## src/rtl/csch_pkg.sv

```systemverilog
package csch_pkg;
    typedef struct packed {
        logic active;
        logic pend;
        logic start;
        logic cbit;
        logic busy;
    } csch_state_t;
endpackage

```

## src/rtl/csch_period.sv

```systemverilog
module csch_period #(
    parameter int TICKS = 64
) (
    input  logic clk,
    input  logic rst_n,
    input  logic tick,
    output logic wrap
);
    localparam int CNT_W = (TICKS > 1) ? $clog2(TICKS) : 1;
    localparam logic [CNT_W-1:0] LAST = CNT_W'(TICKS - 1);

    logic [CNT_W-1:0] cnt_d, cnt_q;

    always_comb begin
        wrap  = tick && (cnt_q == LAST);
        cnt_d = cnt_q;
        if (tick) begin
            cnt_d = wrap ? '0 : cnt_q + 1'b1;
        end
    end

    always_ff @(posedge clk) begin
        if (!rst_n) cnt_q <= '0;
        else        cnt_q <= cnt_d;
    end
endmodule

```

## src/rtl/csch_busy_dly.sv

```systemverilog
module csch_busy_dly #(
    parameter int DLY = 16
) (
    input  logic clk,
    input  logic rst_n,
    input  logic load,
    input  logic clear,
    output logic expire
);
    localparam int W = $clog2(DLY + 1);
    localparam logic [W-1:0] ONE = W'(1);

    logic [W-1:0] cnt_d, cnt_q;

    always_comb begin
        expire = (cnt_q == ONE);
        cnt_d  = cnt_q;
        if (load)               cnt_d = W'(DLY);
        else if (clear)         cnt_d = '0;
        else if (cnt_q != '0)   cnt_d = cnt_q - 1'b1;
    end

    always_ff @(posedge clk) begin
        if (!rst_n) cnt_q <= '0;
        else        cnt_q <= cnt_d;
    end
endmodule

```

## src/rtl/csch_top.sv

```systemverilog
module csch_top #(
    parameter int PERIOD_TICKS = 64,
    parameter int BUSY_DLY     = 16
) (
    input  logic clk,
    input  logic rst_n,
    input  logic sec_tick,
    input  logic cfg_wr,
    input  logic cfg_conv,
    input  logic eng_done,
    output logic eng_start,
    output logic conv_bit,
    output logic busy
);
    import csch_pkg::*;

    csch_state_t st_d, st_q;
    logic wrap, expire, done, sw_go, auto_go, auto_req;

    csch_period #(.TICKS(PERIOD_TICKS)) u_period (
        .clk  (clk),
        .rst_n(rst_n),
        .tick (sec_tick),
        .wrap (wrap)
    );

    csch_busy_dly #(.DLY(BUSY_DLY)) u_dly (
        .clk   (clk),
        .rst_n (rst_n),
        .load  (sw_go),
        .clear (done),
        .expire(expire)
    );

    always_comb begin
        st_d     = st_q;
        st_d.start = 1'b0;
        auto_req = st_q.pend | wrap;
        done     = eng_done & st_q.active;
        sw_go    = cfg_wr & cfg_conv & ~st_q.active;
        auto_go  = auto_req & ~st_q.active & ~sw_go;
        st_d.pend = auto_req & ~auto_go;
        if (sw_go || auto_go) begin
            st_d.start  = 1'b1;
            st_d.active = 1'b1;
        end
        if (sw_go)   st_d.cbit = 1'b1;
        if (auto_go) st_d.busy = 1'b1;
        if (expire)  st_d.busy = 1'b1;
        if (done) begin
            st_d.active = 1'b0;
            st_d.cbit   = 1'b0;
            st_d.busy   = 1'b0;
        end
    end

    always_ff @(posedge clk) begin
        if (!rst_n) st_q <= '0;
        else        st_q <= st_d;
    end

    assign eng_start = st_q.start;
    assign conv_bit  = st_q.cbit;
    assign busy      = st_q.busy;
endmodule

```

## config.mk

```make
export PLATFORM = sky130hd
export DESIGN_NAME = csch_top
export DESIGN_NICKNAME = d
export VERILOG_FILES = /design/src/rtl/csch_pkg.sv /design/src/rtl/csch_period.sv /design/src/rtl/csch_busy_dly.sv /design/src/rtl/csch_top.sv
export SDC_FILE = /design/constraint.sdc
export NUM_CORES = 1
export LEC_CHECK = 0
export BUFFER_PORTS_ARGS = -buffer_cell sky130_fd_sc_hd__clkbuf_2
export CORE_AREA = 2 2 39 41
export CTS_CLUSTER_DIAMETER = 80
export DETAILED_ROUTE_END_ITERATION = 6
export DIE_AREA = 0 0 41 43
export GPL_ROUTABILITY_DRIVEN = 0
export PLACE_DENSITY = 0.8
export SLEW_MARGIN = 20
export SYNTH_ARGS = -nofsm -noshare
export SYNTH_HDL_FRONTEND = slang
export SYNTH_SLANG_ARGS = --single-unit
```

## constraint.sdc

```tcl
create_clock -name clk -period 2.5 [get_ports clk]
set_input_delay 0.125 -clock clk [delete_from_list [all_inputs] [get_ports clk]]
set_output_delay 0.125 -clock clk [all_outputs]
set_load 0.02 [all_outputs]
```

; Yosys cells after proc, flatten, opt, wreduce, memory -nomap -nowiden
; Cells that the tools add are included.
[classes]
n_addsub = 2
eq_ne = 2
n_mux = 7
bitwise_logic = 11
reduce_logical = 7
[ops]
columns = operator, n
row1 = 5-bit 2-to-1 mux, 3
row2 = 6-bit by 1-bit adder with 6-bit output (second input constant), 1
row3 = 1-bit bitwise AND, 6
row4 = 6-bit == test (second input constant), 1
row5 = 6-bit 2-to-1 mux, 1
row6 = 5-bit by 1-bit == test with 1-bit output (second input constant), 1
row7 = 5-bit nonzero test, 1
row8 = 5-bit by 1-bit subtractor with 5-bit output (second input constant), 1
row9 = 1-bit inverter, 4
row10 = 1-bit 2-to-1 mux, 3
row11 = 3-bit nonzero test, 1
row12 = 3-bit OR reduction, 1
row13 = 2-bit nonzero test, 1
row14 = 2-bit OR reduction, 1
row15 = 1-bit logical AND, 1
row16 = 1-bit logical OR, 1
row17 = 1-bit bitwise OR, 1
[totals]
ff_bits = 16
input_bits = 6
output_inout_bits = 3
wordCells = 37

; Depth between registers and ports, before layout
[depth]
depth_word = 7
ltp_mapped = 5
ltp_nobuf = 5

; Modules after synthesis
; A second synthesis with hierarchy kept.
[unflattened]
hier_cells = 79
area_unflattened_um2 = 735.7
[modules_own_cells]
columns = module, instances, cells_each, area_each_um2, seq_area_each_um2
row1 = csch_period, 1, 30, 286.5, 120.1
row2 = csch_busy_dly, 1, 27, 249.0, 100.1
row3 = csch_top, 1, 22, 200.2, 100.1

; Least setup slack after synthesis
; Ideal clock, no wire load.
[synth_path]
kind = register to register
start = reg u_dly.cnt_q[0]
end = reg u_dly.cnt_q[0]
setup_ns = 0.115
arrival_time_ns = 1.229
t_required_ns = 2.385
slack_ns = 1.156
path_stages_with_launch = 6
path_buffers = 0
synth_period_minus_slack_ns = 1.344
path_cell_list = dfxtp_1 inv_1 ha_1 or4b_4 xnor2_1 nor2_1
[synth_via]
elab_chain_len = 1
elab_cells_between_ends = 2
cone_classes = 1 x add/sub / 1 x reduce/logical
[synth_rtl]
columns = element, line
row1 = from (decl), csch_busy_dly.sv:13  ; logic [W-1:0] cnt_d, cnt_q;
row2 = from (signal assigned), csch_busy_dly.sv:25  ; else cnt_q <= cnt_d;
row3 = 5-bit by 1-bit subtractor with 5-bit output / 5-bit nonzero test (equally long branches), csch_busy_dly.sv:20  ; else if (cnt_q != '0) cnt_d = cnt_q - 1'b1;
; Parallel ways exist; a longest one is shown, timed or not.
; A chain may end at the register's enable or synchronous reset.

; Worst setup path after layout
; Same ends and word-level chain as after synthesis.

==> flow_summary.toml <==
[synthesis]
yosys.area.top_type = "dfxtp_1"
avgSynthCellArea_um2 = 9.45
yosys-top-cells-count = "dfxtp_1 (16), nand2_1 (6), nor2_1 (5), o21ai_0 (5), xnor2_1 (5)"
yosys_register_bits = 16
async_flop_share_pct = 0
synth_edf_count = 0
syn_inst = 74
synth_top_area_share_pct = 45.8
syn_nets = 83
syn_area_um2 = 699
synth.distinct_cells = 26
synth_most_common_cell = "dfxtp_1"
yosys_warnings = 0
yosysSeqAreaShare_pct = 45.8
netlist_top_cells_area = "dfxtp_1 (46%), xnor2_1 (6.3%), ha_1 (5.4%)"
synth_ff_type = "dfxtp_1"

[grt]
first_global_vias = 571
antenna_found_initial = 0
overflow = 0
track_usage_pct = 18.2
grt_max_degree = 10
grt_pass1_wl_um = 2140

[placement]
pre_cts_ws_ns = 1.07
numPlacedInstances = 98
portBuffers = 8
hpwl_um = 893

[sta]
final_max_slew_viol_count = 0
setup_viol = 0
skew_ns = 0.00277
min_period_ns = 1.44
hold-worst-slack_ns = 0.0898
hold_viol = 0
slew_headroom_pct = 72.5
rsz0062_at_grt = "no"
setup_tns_ns = 0
tightest_slew_ns = 0.412
setup_slack_ns = 1.06
finalCritPeriodShare_pct = 57.6
max_clock_freq_mhz = 695

[die]
die_area_mm2 = 0.00176
chipHeight_um = 43
coreArea_mm2 = 0.00138
start_util_pct = 50.5
num_rows = 14
die_x_um = 41
io_pins = 9

[detailed_routing]
drc = 0
wl_per_cell_um = 11.3
routed_wl_um = 1150
ant_nets = 0
drt_iter0_markers = 5
first_pass_iters = 2
vias_per_cell = 5.37
via_count = 542

[setup_path]
cp_max_fo = 4
rr_endpoint = "u_dly.cnt_q[0]"
cp.required_ns = 2.68
reg2reg_slack_ns = 1.06
critPathLaunch = "u_dly.cnt_q[0]"
critical_path.startpoint_type = "flip-flop"
crit_end = "u_dly.cnt_q[0]"
crit_path_end_kind = "flip-flop"
reg2reg_from = "u_dly.cnt_q[0]"
ff2ff_path_depth = 5
crit_arrival_ns = 1.62
worst-setup-path-type = "reg2reg"

[finish]
area_delta_synth_final_pct = 11.8
fin_nets = 96
instances_no_fill = 101
diodes = 0
drive_gt1_share_pct = 16.5
nFillCells = 119

[cts]
tritoncts = "built"
htreeDepth = 1
cts_resized = 0
post_cts_buffers = 0
cts_buffer_depth = 2
cts_num_sinks = 16
cts_root_buffer = "clkbuf_4"
clk_latency_ns = 0.28
numCtsBuffers = 3
clk_pin_slew_ns = 0.09
hold_buffers = 0

[run_status]
status = "finished clean"

[worst_hold_path]
hold_path_startpoint = "cfg_conv"
hold_path_class = "in2reg"

[pwr]
power.leakage_nw = 0.307
p_per_area_mw_per_mm2 = 911
peakVddDrop_v = 0.000570

[job]
max_cap_viol_count = 0
==> worst min path at each step <==
stage                        endpoint  slack (ns)  cells past startpoint
floorplan           u_period.cnt_q[2]        0.25                      1
global placement            eng_start        0.38                      3
detailed placement          eng_start        0.39                      3
CTS                         eng_start        0.09                      3
global route                eng_start        0.10                      3
finish                      eng_start        0.09                      3
==> cell type report <==
cell class / count / area [um2] / share of cell area [%]
Sequential cell: 16 / 320 / 41.0
Inverter: 4 / 15.0 / 1.92
Multi-Input combinational cell: 54 / 364 / 46.6
Timing Repair Buffer: 8 / 40.0 / 5.12
Tap cell: 16 / 20.0 / 2.56
Clock buffer: 3 / 22.5 / 2.88
==> kinds of logic (layout without fill, tap and decap cells) <==
kind of cell / count (synthesis) / in the layout / synth area share, %
AOI/OAI and AO/OA: 16 / 16 / 15.6
xor gates and xnor gates: 6 / 6 / 7.51
adders and majority gates: 3 / 3 / 5.37
buffers and inverters: 4 / 15 / 2.15
DFF: 16 / 16 / 45.8
muxes: 1 / 1 / 1.43
and+or+nand+nor: 28 / 28 / 22.2
==> flip-flops by register name, summed over array words and instances (netlist names) <==
name,count
u_period.cnt_q,6
u_dly.cnt_q,5
st_q,2
busy,1
conv_bit,1
eng_start,1
==> worst max-delay path, cell delays in order (launching register included) <==
cell and delay, ns:
dfxtp_1 0.35, inv_1 0.07, ha_1 0.21, or4b_4 0.51, xnor2_1 0.15, nor2_1 0.05
==> per-stage QoR <==
| step | util (%) | area, um2 | total power [mW] |
|---|---|---|---|
| 2_1_floorplan | - | 699 | 0.538 |
| 3_3_place_gp | 54.9 | 759 | 0.580 |
| 3_5_place_dp | 54.9 | 759 | 0.586 |
| 4_1_cts | 56.5 | 782 | 0.716 |
| 5_1_grt | 56.5 | 782 | 0.764 |
| 6_report | 56.5 | 782 | 0.712 |
==> per-layer routing <==
layer	vias to the layer above	part of all wire, %	GRT usage [%]
li1	279	-	-
met3	5	2.0	3.14
met5	-	0	0
met1	250	47	20.2
met4	0	3.1	12.7
met2	8	47	29.4
==> cell usage in the layout (no fill, tap or decap) <==
| cell type | netlist | layout |
|---|---|---|
| a21oi_1 | 3 | 3 |
| nor3b_1 | 1 | 1 |
| nand2b_1 | 2 | 2 |
| o21ba_2 | 1 | 1 |
| nor3_1 | 1 | 1 |
| dfxtp_1 | 16 | 16 |
| nand3b_1 | 1 | 1 |
| a211oi_2 | 1 | 1 |
| xor2_1 | 1 | 1 |
| clkbuf_4 | 0 | 3 |
| o21ai_0 | 5 | 5 |
| xnor2_1 | 5 | 5 |
| clkbuf_2 | 0 | 8 |
| nand3_1 | 3 | 3 |
| nand2_1 | 6 | 6 |
| nand4_1 | 2 | 2 |
| or4b_4 | 1 | 1 |
| a21boi_0 | 4 | 4 |
| and2_1 | 2 | 2 |
| or3_1 | 1 | 1 |
| nor4b_1 | 1 | 1 |
| o311ai_0 | 1 | 1 |
| nor2b_1 | 2 | 2 |
| ha_1 | 3 | 3 |
| inv_1 | 4 | 4 |
| a21boi_1 | 1 | 1 |
| mux2i_1 | 1 | 1 |
| nor2_1 | 5 | 5 |
==> power by group <==
part,total (mW),internal (mW),switching [mW]
combinational,0.237,0.123,0.114
sequential,0.345,0.299,0.0454
clock,0.131,0.0559,0.0750
No activity file was read; power rests on OpenSTA's default activity.
